## config.mk

```make
export PLATFORM = sky130hd
export DESIGN_NAME = rrl_act_limiter
export DESIGN_NICKNAME = d
export VERILOG_FILES = /design/src/rtl/rrl_pkg.sv /design/src/rtl/rrl_group_map.sv /design/src/rtl/rrl_act_history.sv /design/src/rtl/rrl_bank_timer.sv /design/src/rtl/rrl_act_limiter.sv
export SDC_FILE = /design/constraint.sdc
export NUM_CORES = 1
export LEC_CHECK = 0
export CAP_MARGIN = 20
export CORE_MARGIN = 2
export CORE_UTILIZATION = 50
export DETAILED_ROUTE_END_ITERATION = 10
export DONT_BUFFER_PORTS = 1
export GPL_ROUTABILITY_DRIVEN = 0
export PLACE_DENSITY_LB_ADDON = 0.2
export SLEW_MARGIN = 10
export SYNTH_ARGS = -nofsm -noshare
export SYNTH_HDL_FRONTEND = slang
export SYNTH_SLANG_ARGS = --single-unit
```

## constraint.sdc

```tcl
create_clock -name clk -period 11.6 [get_ports clk]
set_input_delay 0.58 -clock clk [delete_from_list [all_inputs] [get_ports clk]]
set_output_delay 0.58 -clock clk [all_outputs]
set_load 0.01 [all_outputs]
```

## src/rtl/rrl_pkg.sv

```systemverilog
package rrl_pkg;

  // maximum of three unsigned cycle stamps
  function automatic logic [31:0] max3(input logic [31:0] a,
                                       input logic [31:0] b,
                                       input logic [31:0] c);
    logic [31:0] m;
    m = (a > b) ? a : b;
    return (m > c) ? m : c;
  endfunction

endpackage

```

## src/rtl/rrl_group_map.sv

```systemverilog
module rrl_group_map #(
  parameter int N_BANK = 8,
  parameter int N_GRP  = 2,
  localparam int BW = (N_BANK > 1) ? $clog2(N_BANK) : 1
) (
  input  logic [BW-1:0]     bank,
  output logic [N_BANK-1:0] same_grp,
  output logic [N_BANK-1:0] self_sel
);

  for (genvar k = 0; k < N_BANK; k++) begin : g_bank
    assign self_sel[k] = (int'(bank) == k);
    if (N_GRP > 0) begin : g_grouped
      assign same_grp[k] = ((k % N_GRP) == (int'(bank) % N_GRP));
    end else begin : g_flat
      assign same_grp[k] = (int'(bank) == k);
    end
  end

endmodule

```

## src/rtl/rrl_act_history.sv

```systemverilog
module rrl_act_history #(
  parameter int TW      = 16,
  parameter int ACT_CAP = 4,
  localparam int HCW = $clog2(ACT_CAP + 1)
) (
  input  logic          clk,
  input  logic          rst_n,
  input  logic          push,
  input  logic [TW-1:0] push_val,
  output logic          full,
  output logic [TW-1:0] oldest,
  output logic          next_full,
  output logic [TW-1:0] next_oldest
);

  logic [TW-1:0]  hist [ACT_CAP];
  logic [HCW-1:0] fill;

  assign full      = (int'(fill) == ACT_CAP);
  assign oldest    = hist[ACT_CAP-1];
  assign next_full = (int'(fill) >= ACT_CAP - 1);

  if (ACT_CAP == 1) begin : g_single
    assign next_oldest = push_val;
  end else begin : g_multi
    assign next_oldest = hist[ACT_CAP-2];
  end

  always_ff @(posedge clk) begin
    if (!rst_n) begin
      fill <= '0;
      for (int i = 0; i < ACT_CAP; i++) hist[i] <= '0;
    end else if (push) begin
      hist[0] <= push_val;
      for (int i = 1; i < ACT_CAP; i++) hist[i] <= hist[i-1];
      if (!full) fill <= fill + 1'b1;
    end
  end

  // once full, the history never empties until reset
  p_full_holds_r9: assert property (@(posedge clk) disable iff (!rst_n)
    full |=> full);

  // first recorded entry reaches the tail only after ACT_CAP pushes
  p_fill_bound_r9: assert property (@(posedge clk) disable iff (!rst_n)
    int'(fill) <= ACT_CAP);

endmodule

```

## src/rtl/rrl_bank_timer.sv

```systemverilog
module rrl_bank_timer #(
  parameter int TW      = 16,
  parameter int T_RRD   = 4,
  parameter int T_RRD_L = 6,
  parameter int T_XAW   = 20
) (
  input  logic          clk,
  input  logic          rst_n,
  input  logic          strobe,
  input  logic          same_grp,
  input  logic          self_sel,
  input  logic [TW-1:0] cyc,
  input  logic          floor_en,
  input  logic [TW-1:0] floor_base,
  output logic [TW-1:0] allowed
);
  import rrl_pkg::*;

  localparam logic [TW-1:0] GAP_S = TW'(T_RRD);
  localparam logic [TW-1:0] GAP_L = TW'(T_RRD_L);
  localparam logic [TW-1:0] GAP_W = TW'(T_XAW);

  logic [TW-1:0] cand_gap, cand_floor, nxt;

  always_comb begin
    cand_gap   = '0;
    cand_floor = '0;
    if (!self_sel) cand_gap = cyc + (same_grp ? GAP_L : GAP_S);
    if (floor_en)  cand_floor = floor_base + GAP_W;
    nxt = TW'(max3(32'(allowed), 32'(cand_gap), 32'(cand_floor)));
  end

  always_ff @(posedge clk) begin
    if (!rst_n)      allowed <= '0;
    else if (strobe) allowed <= nxt;
  end

  p_group_gap_r1: assert property (@(posedge clk) disable iff (!rst_n)
    strobe && same_grp && !self_sel |=> allowed >= $past(cyc) + GAP_L);

  p_other_gap_r2: assert property (@(posedge clk) disable iff (!rst_n)
    strobe && !same_grp && !self_sel |=> allowed >= $past(cyc) + GAP_S);

  p_never_back_r3: assert property (@(posedge clk) disable iff (!rst_n)
    1'b1 |=> allowed >= $past(allowed));

  p_window_floor_r6: assert property (@(posedge clk) disable iff (!rst_n)
    strobe && floor_en |=> allowed >= $past(floor_base) + GAP_W);

endmodule

```

## src/rtl/rrl_act_limiter.sv

```systemverilog
module rrl_act_limiter #(
  parameter int N_BANK  = 8,
  parameter int N_GRP   = 2,
  parameter int TW      = 16,
  parameter int T_RRD   = 4,
  parameter int T_RRD_L = 6,
  parameter int T_XAW   = 20,
  parameter int ACT_CAP = 4,
  localparam int BW = (N_BANK > 1) ? $clog2(N_BANK) : 1,
  localparam int CW = $clog2(N_BANK + 1)
) (
  input  logic                 clk,
  input  logic                 rst_n,
  input  logic                 act_valid,
  output logic                 act_ready,
  input  logic [TW-1:0]        act_cycle,
  input  logic [BW-1:0]        act_bank,
  input  logic                 pre_done,
  input  logic [BW-1:0]        pre_bank,
  output logic [N_BANK*TW-1:0] allowed_at,
  output logic [N_BANK-1:0]    bank_open,
  output logic [CW-1:0]        active_count,
  output logic                 err_window,
  output logic                 err_open
);

  localparam logic [TW-1:0] GAP_W = TW'(T_XAW);

  logic              act_fire;
  logic [N_BANK-1:0] same_grp, self_sel;
  logic              h_full, h_next_full;
  logic [TW-1:0]     h_oldest, h_next_oldest;
  logic              pre_hits_target, act_clean, pre_closes;
  logic [N_BANK-1:0] open_nxt;
  logic [CW-1:0]     count_nxt;

  assign act_ready = rst_n;
  assign act_fire  = act_valid && act_ready;

  rrl_group_map #(.N_BANK(N_BANK), .N_GRP(N_GRP)) u_map (
    .bank     (act_bank),
    .same_grp (same_grp),
    .self_sel (self_sel)
  );

  rrl_act_history #(.TW(TW), .ACT_CAP(ACT_CAP)) u_hist (
    .clk         (clk),
    .rst_n       (rst_n),
    .push        (act_fire),
    .push_val    (act_cycle),
    .full        (h_full),
    .oldest      (h_oldest),
    .next_full   (h_next_full),
    .next_oldest (h_next_oldest)
  );

  for (genvar k = 0; k < N_BANK; k++) begin : g_timer
    rrl_bank_timer #(
      .TW(TW), .T_RRD(T_RRD), .T_RRD_L(T_RRD_L), .T_XAW(T_XAW)
    ) u_tmr (
      .clk        (clk),
      .rst_n      (rst_n),
      .strobe     (act_fire),
      .same_grp   (same_grp[k]),
      .self_sel   (self_sel[k]),
      .cyc        (act_cycle),
      .floor_en   (h_next_full),
      .floor_base (h_next_oldest),
      .allowed    (allowed_at[k*TW +: TW])
    );
  end

  // open-row bookkeeping: a precharge completing in the same cycle
  // closes the bank before the activate looks at it
  always_comb begin
    pre_hits_target = pre_done && (pre_bank == act_bank);
    act_clean       = act_fire && (!bank_open[act_bank] || pre_hits_target);
    pre_closes      = pre_done && bank_open[pre_bank];
    open_nxt        = bank_open;
    if (pre_done) open_nxt[pre_bank] = 1'b0;
    if (act_fire) open_nxt[act_bank] = 1'b1;
    count_nxt = active_count + CW'(act_clean) - CW'(pre_closes);
  end

  always_ff @(posedge clk) begin
    if (!rst_n) begin
      bank_open    <= '0;
      active_count <= '0;
      err_window   <= 1'b0;
      err_open     <= 1'b0;
    end else begin
      bank_open    <= open_nxt;
      active_count <= count_nxt;
      err_window   <= act_fire && h_full && ((act_cycle - h_oldest) < GAP_W);
      err_open     <= act_fire && !act_clean;
    end
  end

  p_count_match_r8: assert property (@(posedge clk) disable iff (!rst_n)
    int'(active_count) == $countones(bank_open));

  p_open_err_r7: assert property (@(posedge clk) disable iff (!rst_n)
    act_fire && !pre_done && bank_open[act_bank] |=> err_open);

  p_open_set_r8: assert property (@(posedge clk) disable iff (!rst_n)
    act_fire |=> bank_open[$past(act_bank)]);

  p_no_early_window_r9: assert property (@(posedge clk) disable iff (!rst_n)
    !h_full |=> !err_window);

  p_ready_r10: assert property (@(posedge clk) disable iff (!rst_n)
    act_ready);

endmodule

```

==> impl_metrics.py <==
metrics = {
    "run_status": {
        "status": "finished clean",
    },
    "clock_tree": {
        "htreeDepth": 1,
        "clk_latency_ns": 0.58,
        "ctsResizeCount": 0,
        "clk_pin_slew_ns": 0.06,
        "root_buffer": "clkbuf_16",
        "post-cts-setup-buffer-count": 0,
        "clock_path_buffers": 3,
        "cts.sinks": 209,
        "holdBufCountCts": 0,
        "tritoncts": "done",
        "cts_buffers": 27,
    },
    "worst_setup_path": {
        "required_ns": 12.10,
        "r2r_start": "g_timer[3].u_tmr.allowed[7]",
        "critPathMaxFanout": 34,
        "worst-endpoint-arrival_ns": 7.29,
        "cp-startpoint": "act_cycle[1]",
        "end_kind": "flip-flop",
        "setup.worst_path.start_class": "input pin",
        "setup.worst_path.class": "in2reg",
        "rr_endpoint": "g_timer[3].u_tmr.allowed[1]",
        "r2r_slack_ns": 6.11,
        "reg2regPathDepth": 15,
    },
    "cells_and_area": {
        "layout-drive-gt1-share_pct": 6.58,
        "syn_to_final_growth_pct": 6.94,
        "final_core_util_pct": 54.4,
        "fillCellCount": 3310,
        "layout_common_cells": "ha_1, nor2_1, nand2_1, inv_1, dfxtp_1",
        "final_common_cell": "ha_1",
        "fin_nets": 2418,
    },
    "place": {
        "place_ws_ns": 4.15,
        "hpwl_microns": 47700,
        "io_buffers": 0,
    },
    "power_and_ir_drop": {
        "p_total_mw": 2.68,
        "p_per_area_mw_per_mm2": 138,
        "ir_worst_vdd_v": 0.000135,
        "leakagePower_nw": 8.91,
    },
    "detailed_routing": {
        "viasPerCell": 6.61,
        "drt_iter0_drc": 1694,
        "via_count": 17128,
        "route.detailed.drc": 0,
        "drtAntennaViolNets": 0,
        "drt_pass1_iterations": 5,
        "drt_wl_total_microns": 66900,
        "avgRoutedWirePerCell_microns": 25.8,
    },
    "yosys": {
        "yosysTopAreaCell": "ha_1",
        "syn_avg_cell_area_sq_um": 8.35,
        "syn-num-nets": 2476,
        "synth_cell_types": 85,
        "yosysSeqAreaShare_pct": 26.7,
        "ys_warn_count": 0,
        "syn_inst": 2167,
        "synth_edf_count": 64,
        "synth.top_cells.by_area": "ha_1, dfxtp_1, edfxtp_1, a221o_1, nor2_1",
        "ys_ff_latch": 209,
        "synth_top_cell_area_share_pct": 19.5,
        "synth_ff_type": "dfxtp_1",
        "netlist_area_sq_mm": 0.0181,
        "synth_async_sr_flop_share_pct": 0,
    },
    "worst_hold_path": {
        "hold-path-cell-count": 2,
        "min_to": "bank_open[6]",
        "min_from": "act_valid",
        "worstHoldPathType": "in2reg",
    },
    "timing": {
        "rsz0062_at_grt": "no",
        "min_period_over_period_pct": 58.6,
        "holdWs_ns": 0.161,
        "setup_viol": 0,
        "skew_ns": 0.0276,
        "maxSlewHeadroom_pct": 26.4,
        "worst_pin_slew_ns": 1.10,
        "report.final.slew_viol_count": 0,
        "hold_violations": 0,
        "fmax_mhz": 147,
        "fin_ws_ns": 4.81,
        "final.min_clock_period_ns": 6.79,
        "setup_tns_ns": 0,
    },
    "global_routing": {
        "grt_pass1_wl_microns": 98200,
        "grt_overflow_total": 0,
        "grt_max_degree": 81,
        "grt_pass1_vias": 16273,
        "antenna_found_initial": 1,
        "grt_usage_pct": 34.2,
    },
    "floorplan": {
        "design.core.area_sq_mm": 0.0356,
        "die-area_sq_mm": 0.0377,
        "rows": 69,
        "start_util_pct": 50.9,
        "fp.dieH_microns": 194,
        "top_level_ports": 169,
        "die_w_microns": 194,
    },
    "flow_run": {
        "maxCapViolCount": 0,
    },
}
synth_stat cells, types with 5 or more instances:
| library cell | number |
|---|---|
| mux2_2 | 35 |
| nor4_1 | 11 |
| a32oi_1 | 6 |
| or2_2 | 6 |
| o21ai_1 | 10 |
| nor3_1 | 35 |
| o22ai_1 | 12 |
| ha_1 | 282 |
| nand2_1 | 205 |
| xnor2_1 | 31 |
| a31oi_1 | 5 |
| or4_1 | 6 |
| o21ai_0 | 107 |
| a21oi_1 | 112 |
| nand2b_1 | 13 |
| and3_1 | 84 |
| clkbuf_1 | 71 |
| xor2_1 | 28 |
| o31ai_1 | 6 |
| nor2_1 | 214 |
| a31o_2 | 5 |
| a32o_1 | 5 |
| o211ai_1 | 15 |
| a211oi_1 | 11 |
| a22o_1 | 7 |
| or3_1 | 7 |
| a211o_1 | 8 |
| and2_1 | 26 |
| buf_2 | 32 |
| edfxtp_1 | 64 |
| dfxtp_1 | 145 |
| a221o_1 | 94 |
| mux2i_1 | 33 |
| a21o_1 | 62 |
| inv_1 | 187 |
| nor2b_1 | 14 |
| o21a_1 | 8 |
| a221oi_1 | 9 |
| nand4_1 | 42 |
| nand3_1 | 33 |
| o221ai_1 | 5 |
| and4_1 | 7 |
how the worst max path moves through the flow:
stage,endpoint,slack [ns],cells after the start
after floorplan,g_timer[4].u_tmr.allowed[13],5.27,29
final,g_timer[3].u_tmr.allowed[1],4.81,21
after global routing,g_timer[3].u_tmr.allowed[12],4.35,23
after global placement,g_timer[1].u_tmr.allowed[2],4.30,23
after detailed placement,g_timer[1].u_tmr.allowed[10],4.15,23
after CTS,g_timer[1].u_tmr.allowed[10],4.72,23
area by class of cell:
class,instances,area (sq um),share of cell area (%)
tap,461,577,2.98
clock inverter,15,226,1.17
multi-input combinational,1661,12100,62.6
inverter,190,713,3.68
timing repair buffer,20,161,0.834
sequential,209,4820,24.9
antenna,3,7.51,0.0388
clock buffer,34,732,3.78
routing by layer:
layer	share of wire [%]	wire length, microns	up-vias	global-route usage, %
met5	0.016	11	-	0
met4	7.9	5280	2	23.3
met3	12	7850	274	11.1
met2	43	28500	988	51.6
met1	38	25300	8062	41.3
li1	-	-	7802	-
registers in the layout, summed over array words and instances, names as in the netlist:
signal and count:
bank_open 8, u_hist.hist 64, u_hist.fill 3, active_count 4, err_open 1, err_window 1
g_timer.u_tmr.allowed 128
report_power, final:
group / total [mW] / switching, mW / internal, mW
sequential: 0.929 / 0.109 / 0.820
combinational: 0.823 / 0.501 / 0.322
clock: 0.927 / 0.350 / 0.576
total: 2.68 / 0.960 / 1.72
worst max-delay path, stage by stage:
cell	delay [ns]
ha_1	0.20
o2111ai_1	0.53
nor2_1	0.17
xnor2_1	0.76
nor2_1	0.14
inv_1	0.11
ha_1	0.14
nand4_1	0.11
or4_1	0.51
a21o_1	0.17
o211ai_1	0.08
o21a_1	0.88
o21ai_0	0.29
ha_1	0.38
nand3_1	0.13
nor4_1	0.37
o21ai_0	0.19
o211ai_1	0.16
and2_1	0.63
a31o_2	0.52
a221o_1	0.22
metrics by stage:
stage | cell area, sq um | cells
2_1_floorplan | 18100 | 2167
3_3_place_gp | 18300 | 2537
3_5_place_dp | 18400 | 2539
4_1_cts | 19300 | 2588
5_1_grt | 19300 | 2590
6_report | 19400 | 2593
logic make-up (layout without fill, tap and decap cells):
group,count (synthesis),count (layout),synth area share (%)
AOI/OAI and AO/OA,522,522,20.5
xor gates and xnor gates,60,60,2.94
adders and majority gates,283,283,19.6
buffers and inverters,297,259,6.48
DFF,209,209,26.7
muxes,73,73,4.56
other,0,3,0
and+or+nand+nor,723,723,19.2
No activity file was read; power rests on OpenSTA's default activity.
